[config.mk]
export PLATFORM = sky130hd
export DESIGN_NAME = cfg_serial_slave
export DESIGN_NICKNAME = d
export VERILOG_FILES = /design/src/rtl/cfg_pkg.sv /design/src/rtl/cfg_bus_sync.sv /design/src/rtl/cfg_regfile.sv /design/src/rtl/cfg_serial_slave.sv
export SDC_FILE = /design/constraint.sdc
export NUM_CORES = 1
export LEC_CHECK = 0
export BUFFER_PORTS_ARGS = -buffer_cell sky130_fd_sc_hd__clkbuf_2
export CAP_MARGIN = 20
export CORE_ASPECT_RATIO = 1.1
export CORE_MARGIN = 2
export CORE_UTILIZATION = 40
export CTS_CLUSTER_DIAMETER = 60
export DETAILED_ROUTE_END_ITERATION = 8
export GPL_TIMING_DRIVEN = 0
export SLEW_MARGIN = 0
export SYNTH_ARGS = -nofsm -noshare
export SYNTH_HDL_FRONTEND = slang
export SYNTH_SLANG_ARGS = --single-unit
[constraint.sdc]
create_clock -name clk -period 2.6 [get_ports clk]
set_clock_uncertainty 0.2 [all_clocks]
set_input_delay 0.52 -clock clk [delete_from_list [all_inputs] [get_ports clk]]
set_output_delay 0.52 -clock clk [all_outputs]
set_load 0.02 [all_outputs]
[src/rtl/cfg_pkg.sv]
package cfg_pkg;

    typedef enum logic [2:0] {
        ST_IDLE,
        ST_ADDR,
        ST_ADDR_ACK,
        ST_RX,
        ST_RX_ACK,
        ST_TX,
        ST_TX_ACK
    } phase_e;

    localparam int BYTE_W = 8;

endpackage

[src/rtl/cfg_bus_sync.sv]
module cfg_bus_sync #(
    parameter int STAGES = 2
) (
    input  logic clk,
    input  logic rst_n,
    input  logic scl_in,
    input  logic sda_in,
    output logic sda_s,
    output logic scl_rise,
    output logic scl_fall,
    output logic start_det,
    output logic stop_det
);

    logic [STAGES-1:0] scl_pipe;
    logic [STAGES-1:0] sda_pipe;
    logic              scl_prev;
    logic              sda_prev;
    logic              scl_now;

    always_ff @(posedge clk or negedge rst_n) begin
        if (!rst_n) begin
            scl_pipe <= '1;
            sda_pipe <= '1;
            scl_prev <= 1'b1;
            sda_prev <= 1'b1;
        end else begin
            scl_pipe <= {scl_pipe[STAGES-2:0], scl_in};
            sda_pipe <= {sda_pipe[STAGES-2:0], sda_in};
            scl_prev <= scl_pipe[STAGES-1];
            sda_prev <= sda_pipe[STAGES-1];
        end
    end

    assign scl_now   = scl_pipe[STAGES-1];
    assign sda_s     = sda_pipe[STAGES-1];
    assign scl_rise  = scl_now && !scl_prev;
    assign scl_fall  = !scl_now && scl_prev;
    assign start_det = scl_now && scl_prev && sda_prev && !sda_s;
    assign stop_det  = scl_now && scl_prev && !sda_prev && sda_s;

endmodule

[src/rtl/cfg_regfile.sv]
module cfg_regfile #(
    parameter int          NUM_REGS  = 7,
    parameter int          W         = 8,
    parameter logic [7:0]  DEF_FIRST = 8'h00,
    parameter logic [7:0]  DEF_REST  = 8'hFF,
    localparam int         PTR_W     = $clog2(NUM_REGS + 1)
) (
    input  logic                  clk,
    input  logic                  rst_n,
    input  logic                  wr_en,
    input  logic [PTR_W-1:0]      wr_idx,
    input  logic [W-1:0]          wr_data,
    input  logic [PTR_W-1:0]      rd_idx,
    output logic [W-1:0]          rd_data,
    output logic [NUM_REGS*W-1:0] regs_flat
);

    for (genvar g = 0; g < NUM_REGS; g++) begin : g_cell
        logic [W-1:0] q;
        always_ff @(posedge clk or negedge rst_n) begin
            if (!rst_n)
                q <= (g == 0) ? W'(DEF_FIRST) : W'(DEF_REST);
            else if (wr_en && wr_idx == PTR_W'(g))
                q <= wr_data;
        end
        assign regs_flat[g*W +: W] = q;
    end

    always_comb begin
        rd_data = '1;
        for (int i = 0; i < NUM_REGS; i++) begin
            if (rd_idx == PTR_W'(i))
                rd_data = regs_flat[i*W +: W];
        end
    end

endmodule

[src/rtl/cfg_serial_slave.sv]
module cfg_serial_slave
    import cfg_pkg::*;
#(
    parameter int          NUM_REGS    = 7,
    parameter logic [6:0]  DEV_ADDR    = 7'h69,
    parameter int          DUMMY_BYTES = 2,
    parameter int          SYNC_STAGES = 2,
    localparam int         W           = BYTE_W,
    localparam int         PTR_W       = $clog2(NUM_REGS + 1),
    localparam int         SKIP_W      = $clog2(DUMMY_BYTES + 1)
) (
    input  logic                  clk,
    input  logic                  rst_n,
    input  logic                  pwr_dn,
    input  logic                  scl_in,
    input  logic                  sda_in,
    output logic                  sda_drive_low,
    output logic [NUM_REGS*W-1:0] regs_out
);

    phase_e              state, state_d;
    logic                sda_s, scl_rise, scl_fall, start_det, stop_det;
    logic [W-1:0]        shreg;
    logic [3:0]          bit_cnt;
    logic [PTR_W-1:0]    ptr;
    logic [SKIP_W-1:0]   skip;
    logic                rd_flag;
    logic                m_nack;
    logic                byte_done;
    logic                wr_en;
    logic [W-1:0]        rd_data;
    logic                ptr_full;

    cfg_bus_sync #(.STAGES(SYNC_STAGES)) sync_i (
        .clk       (clk),
        .rst_n     (rst_n),
        .scl_in    (scl_in),
        .sda_in    (sda_in),
        .sda_s     (sda_s),
        .scl_rise  (scl_rise),
        .scl_fall  (scl_fall),
        .start_det (start_det),
        .stop_det  (stop_det)
    );

    cfg_regfile #(.NUM_REGS(NUM_REGS), .W(W)) regs_i (
        .clk       (clk),
        .rst_n     (rst_n),
        .wr_en     (wr_en),
        .wr_idx    (ptr),
        .wr_data   (shreg),
        .rd_idx    (ptr),
        .rd_data   (rd_data),
        .regs_flat (regs_out)
    );

    assign byte_done = scl_fall && (bit_cnt == 4'd8);
    assign ptr_full  = (ptr == PTR_W'(NUM_REGS));
    assign wr_en     = (state == ST_RX) && byte_done && (skip == '0) && !ptr_full
                       && !pwr_dn && !start_det && !stop_det;

    // next state
    always_comb begin
        state_d = state;
        if (pwr_dn)
            state_d = ST_IDLE;
        else if (start_det)
            state_d = ST_ADDR;
        else if (stop_det)
            state_d = ST_IDLE;
        else begin
            unique case (state)
                ST_IDLE:     state_d = ST_IDLE;
                ST_ADDR:     if (byte_done)
                                 state_d = (shreg[7:1] == DEV_ADDR) ? ST_ADDR_ACK : ST_IDLE;
                ST_ADDR_ACK: if (scl_fall) state_d = rd_flag ? ST_TX : ST_RX;
                ST_RX:       if (byte_done) state_d = ST_RX_ACK;
                ST_RX_ACK:   if (scl_fall) state_d = ST_RX;
                ST_TX:       if (scl_fall && bit_cnt == 4'd7) state_d = ST_TX_ACK;
                ST_TX_ACK:   if (scl_fall) state_d = m_nack ? ST_IDLE : ST_TX;
                default:     state_d = ST_IDLE;
            endcase
        end
    end

    // state register and byte datapath
    always_ff @(posedge clk or negedge rst_n) begin
        if (!rst_n) begin
            state   <= ST_IDLE;
            shreg   <= '0;
            bit_cnt <= '0;
            ptr     <= '0;
            skip    <= '0;
            rd_flag <= 1'b0;
            m_nack  <= 1'b0;
        end else begin
            state <= state_d;
            if (pwr_dn || stop_det) begin
                bit_cnt <= '0;
            end else if (start_det) begin
                bit_cnt <= '0;
                ptr     <= '0;
                skip    <= SKIP_W'(DUMMY_BYTES);
            end else begin
                unique case (state)
                    ST_ADDR, ST_RX: begin
                        if (scl_rise) begin
                            shreg   <= {shreg[W-2:0], sda_s};
                            bit_cnt <= bit_cnt + 4'd1;
                        end else if (byte_done) begin
                            bit_cnt <= '0;
                            if (state == ST_ADDR)
                                rd_flag <= shreg[0];
                            else if (skip != '0)
                                skip <= skip - 1'b1;
                            else if (!ptr_full)
                                ptr <= ptr + 1'b1;
                        end
                    end
                    ST_ADDR_ACK: begin
                        if (scl_fall && rd_flag) begin
                            shreg   <= rd_data;
                            bit_cnt <= '0;
                            if (!ptr_full) ptr <= ptr + 1'b1;
                        end
                    end
                    ST_TX: begin
                        if (scl_fall) begin
                            if (bit_cnt == 4'd7) begin
                                bit_cnt <= '0;
                            end else begin
                                shreg   <= {shreg[W-2:0], 1'b1};
                                bit_cnt <= bit_cnt + 4'd1;
                            end
                        end
                    end
                    ST_TX_ACK: begin
                        if (scl_rise)
                            m_nack <= sda_s;
                        else if (scl_fall) begin
                            shreg   <= rd_data;
                            bit_cnt <= '0;
                            if (!ptr_full) ptr <= ptr + 1'b1;
                        end
                    end
                    default: ;
                endcase
            end
        end
    end

    // outputs
    always_comb begin
        sda_drive_low = 1'b0;
        unique case (state)
            ST_ADDR_ACK, ST_RX_ACK: sda_drive_low = 1'b1;
            ST_TX:                  sda_drive_low = !shreg[W-1];
            default:                sda_drive_low = 1'b0;
        endcase
        if (pwr_dn)
            sda_drive_low = 1'b0;
    end

endmodule

==> reports/metrics.cfg <==
[logic_synthesis]
yosys.area.top_type=dfstp_2
netlist_area_sq_um=4441
synth.area.top_cells=dfstp_2 32%, dfrtp_1 17%, mux2_2 14%, o221ai_1 3.4%, ha_1 2.5%
synthFlopType=dfstp_2
synth_edf_count=0
ys_ff_latch=84
yosysWarnings=0
yosys.cell_types.count=58
async_flop_share_pct=100.0
synth_top_area_share_pct=31.95
syn_nets=405
avgSynthCellArea_sq_um=11.36
ys_seq_area_share_pct=48.86
netlist_instances=391

[clocking]
cts_hold_buf=0
cts_tree=built
htreeDepth=3
cts_root_buffer=clkbuf_16
cts.reportedPaths.clkPinSlew_ns=0.07
cts_buffers=9
cts_buffer_depth=2
clkSinkCount=84
clk_latency_ns=0.34

[final_layout]
drive_gt1_share_pct=47.65
diodes=0
fin_nets=477
syn_to_final_growth_pct=19.55
fin_util_pct=48.88
layout_commonest_cell=clkbuf_2
final_area_sq_um=5309
layout_common_cells=62 x clkbuf_2, 56 x mux2_2, 54 x dfstp_2

[power]
p_leak_nw=2.398
vdd_drop_max_v=0.0002439
p_per_area_nw_per_um2=586.5

[route]
wirelength_um=11820
ant_nets=0
drt_first_pass_iters=5
viasPerCell=5.662
wl_per_cell_um=19.22
first_iter_violations=218
vias=3482
drcViolationCount=0

[die]
die_height_um=114.5
io_pins=62
die_area_sq_um=11960
initial_core_util_pct=40.89
die_x_um=104.5
coreArea_sq_um=10860
rows=40

[critical_path]
endpoint_kind=register
start_kind=register
criticalPathCategory=register to register
required_ns=2.62
critPathArrivalTime_ns=2.60
crit_path_max_fanout=8

[placement]
hpwlAfterDp_um=8382
dpl_cell_area_sq_um=4960
port_buffers=61
gp_congestion=0.8405
dp_worst_setup_slack_ns=-0.5945

[global_route]
antenna_found_initial=0
grt_pass1_wl_um=18890
grt_max_degree=49
overflow=0
first_global_vias=3479
grt_usage_pct=20.47

[flow_run]
drv_cap=0

[timing]
worst_hold_slack_ns=-0.02118
max_clock_freq_mhz=386.6
max_slew_margin_pct=56.53
period_share_pct=99.50
setup_ws_ns=0.01313
hold_viol=5
grt_setup_unrepaired=yes
period_minus_slack_ns=2.587
drv_slew=0
tightestPinTransition_ns=0.6478
setup_tns_ns=0
setup_viol=0

[outcome]
status=complete, but fails checks
violations=hold timing

[worst_hold_path]
hp-class=input pin to asynchronous set/reset pin

## registers in the layout, indices dropped and copies added (netlist names)
name / count
bit_cnt: 4
m_nack: 1
ptr: 3
rd_flag: 1
regs_i.g_cell.q: 56
shreg: 8
skip: 2
state: 3
sync_i.scl_pipe: 2
sync_i.scl_prev: 1
sync_i.sda_pipe: 2
sync_i.sda_prev: 1
## where the power goes
group | switching (mW) | total [mW] | internal (mW)
registers | 0.0144 | 1.36 | 1.35
clock network | 0.525 | 1.32 | 0.798
logic | 0.285 | 0.431 | 0.146
## cells in the mapped netlist (5+ instances only)
cell type / count
a221oi_1: 8
nand2b_1: 5
o21ai_0: 13
dfrtp_1: 30
inv_1: 18
nand2_1: 23
dfstp_2: 54
nor3_1: 7
o221ai_1: 17
a22o_1: 6
nor2b_1: 7
buf_2: 6
a21oi_1: 19
mux2_4: 7
clkbuf_1: 13
nand3_1: 6
mux2_2: 56
ha_1: 9
nor2_1: 22
o22ai_1: 10
## cell type report
type | count | area, sq um
timing repair buffer | 63 | 342.8
fill | 1003 | 5552
sequential | 84 | 2170
clock inverter | 5 | 60.06
tap | 147 | 183.9
buffer | 23 | 142.6
multi-input combinational | 263 | 2083
clock buffer | 11 | 252.7
inverter | 19 | 73.82
## worst paths after layout
kind / startpoint / endpoint / slack, ns / depth (start not counted)
worst max-delay path: ptr[0] / regs_i.g_cell[0].q[0] / 0.01 / 6
worst min-delay path: rst_n / regs_i.g_cell[0].q[1] / -0.02 / 1
worst max register to register: ptr[0] / regs_i.g_cell[0].q[0] / 0.01 / 6
worst min register to register: sync_i.sda_pipe[0] / sync_i.sda_pipe[1] / 0.16 / 0
max in group asynchronous: rst_n / sync_i.sda_pipe[1] / 1.53 / 2
min in group clk: scl_in / sync_i.scl_pipe[0] / 0.06 / 1
## kinds of logic (layout without fill, tap and decap cells)
| group | after synthesis | after routing | share of synthesized area [%] |
|---|---|---|---|
| xor+xnor | 2 | 2 | 0.3945 |
| buf+inv | 44 | 121 | 4.762 |
| compound gates | 95 | 95 | 14.96 |
| flops | 84 | 84 | 48.86 |
| mux | 68 | 68 | 17.75 |
| simple gates | 89 | 89 | 10.74 |
| fa+ha+maj | 9 | 9 | 2.536 |
## stage by stage
stage | total power [mW] | instances | hold slack [ns]
final | 3.114 | 615 | -0.02118
after global routing | 3.237 | 615 | 0.02744
after detailed placement | 1.792 | 600 | 0.1476
after global placement | 1.784 | 599 | 0.1471
after CTS | 3.127 | 615 | 0.0004896
after floorplan | 1.645 | 391 | 0.02441
## critical path: stages, from the launching register on
cell      delay [ns]
dfrtp_1         0.43
ha_1            0.24
ha_1            0.20
nand2b_1        0.23
nor4_2          0.40
nand2_1         0.36
mux2_1          0.41
## per-layer routing
layer,track usage [%],part of all wire [%]
met1,26.90,43
met2,34.29,49
met3,3.927,6.0
met4,6.396,1.6
met5,0,0
## repair_timing
action	4_1_cts	5_1_grt
buffers inserted	0	1
hold endpoints to repair	0	0
endpoints found under the setup margin	24	48
resized for setup	7	12
Power figures use the tool's default switching activity.
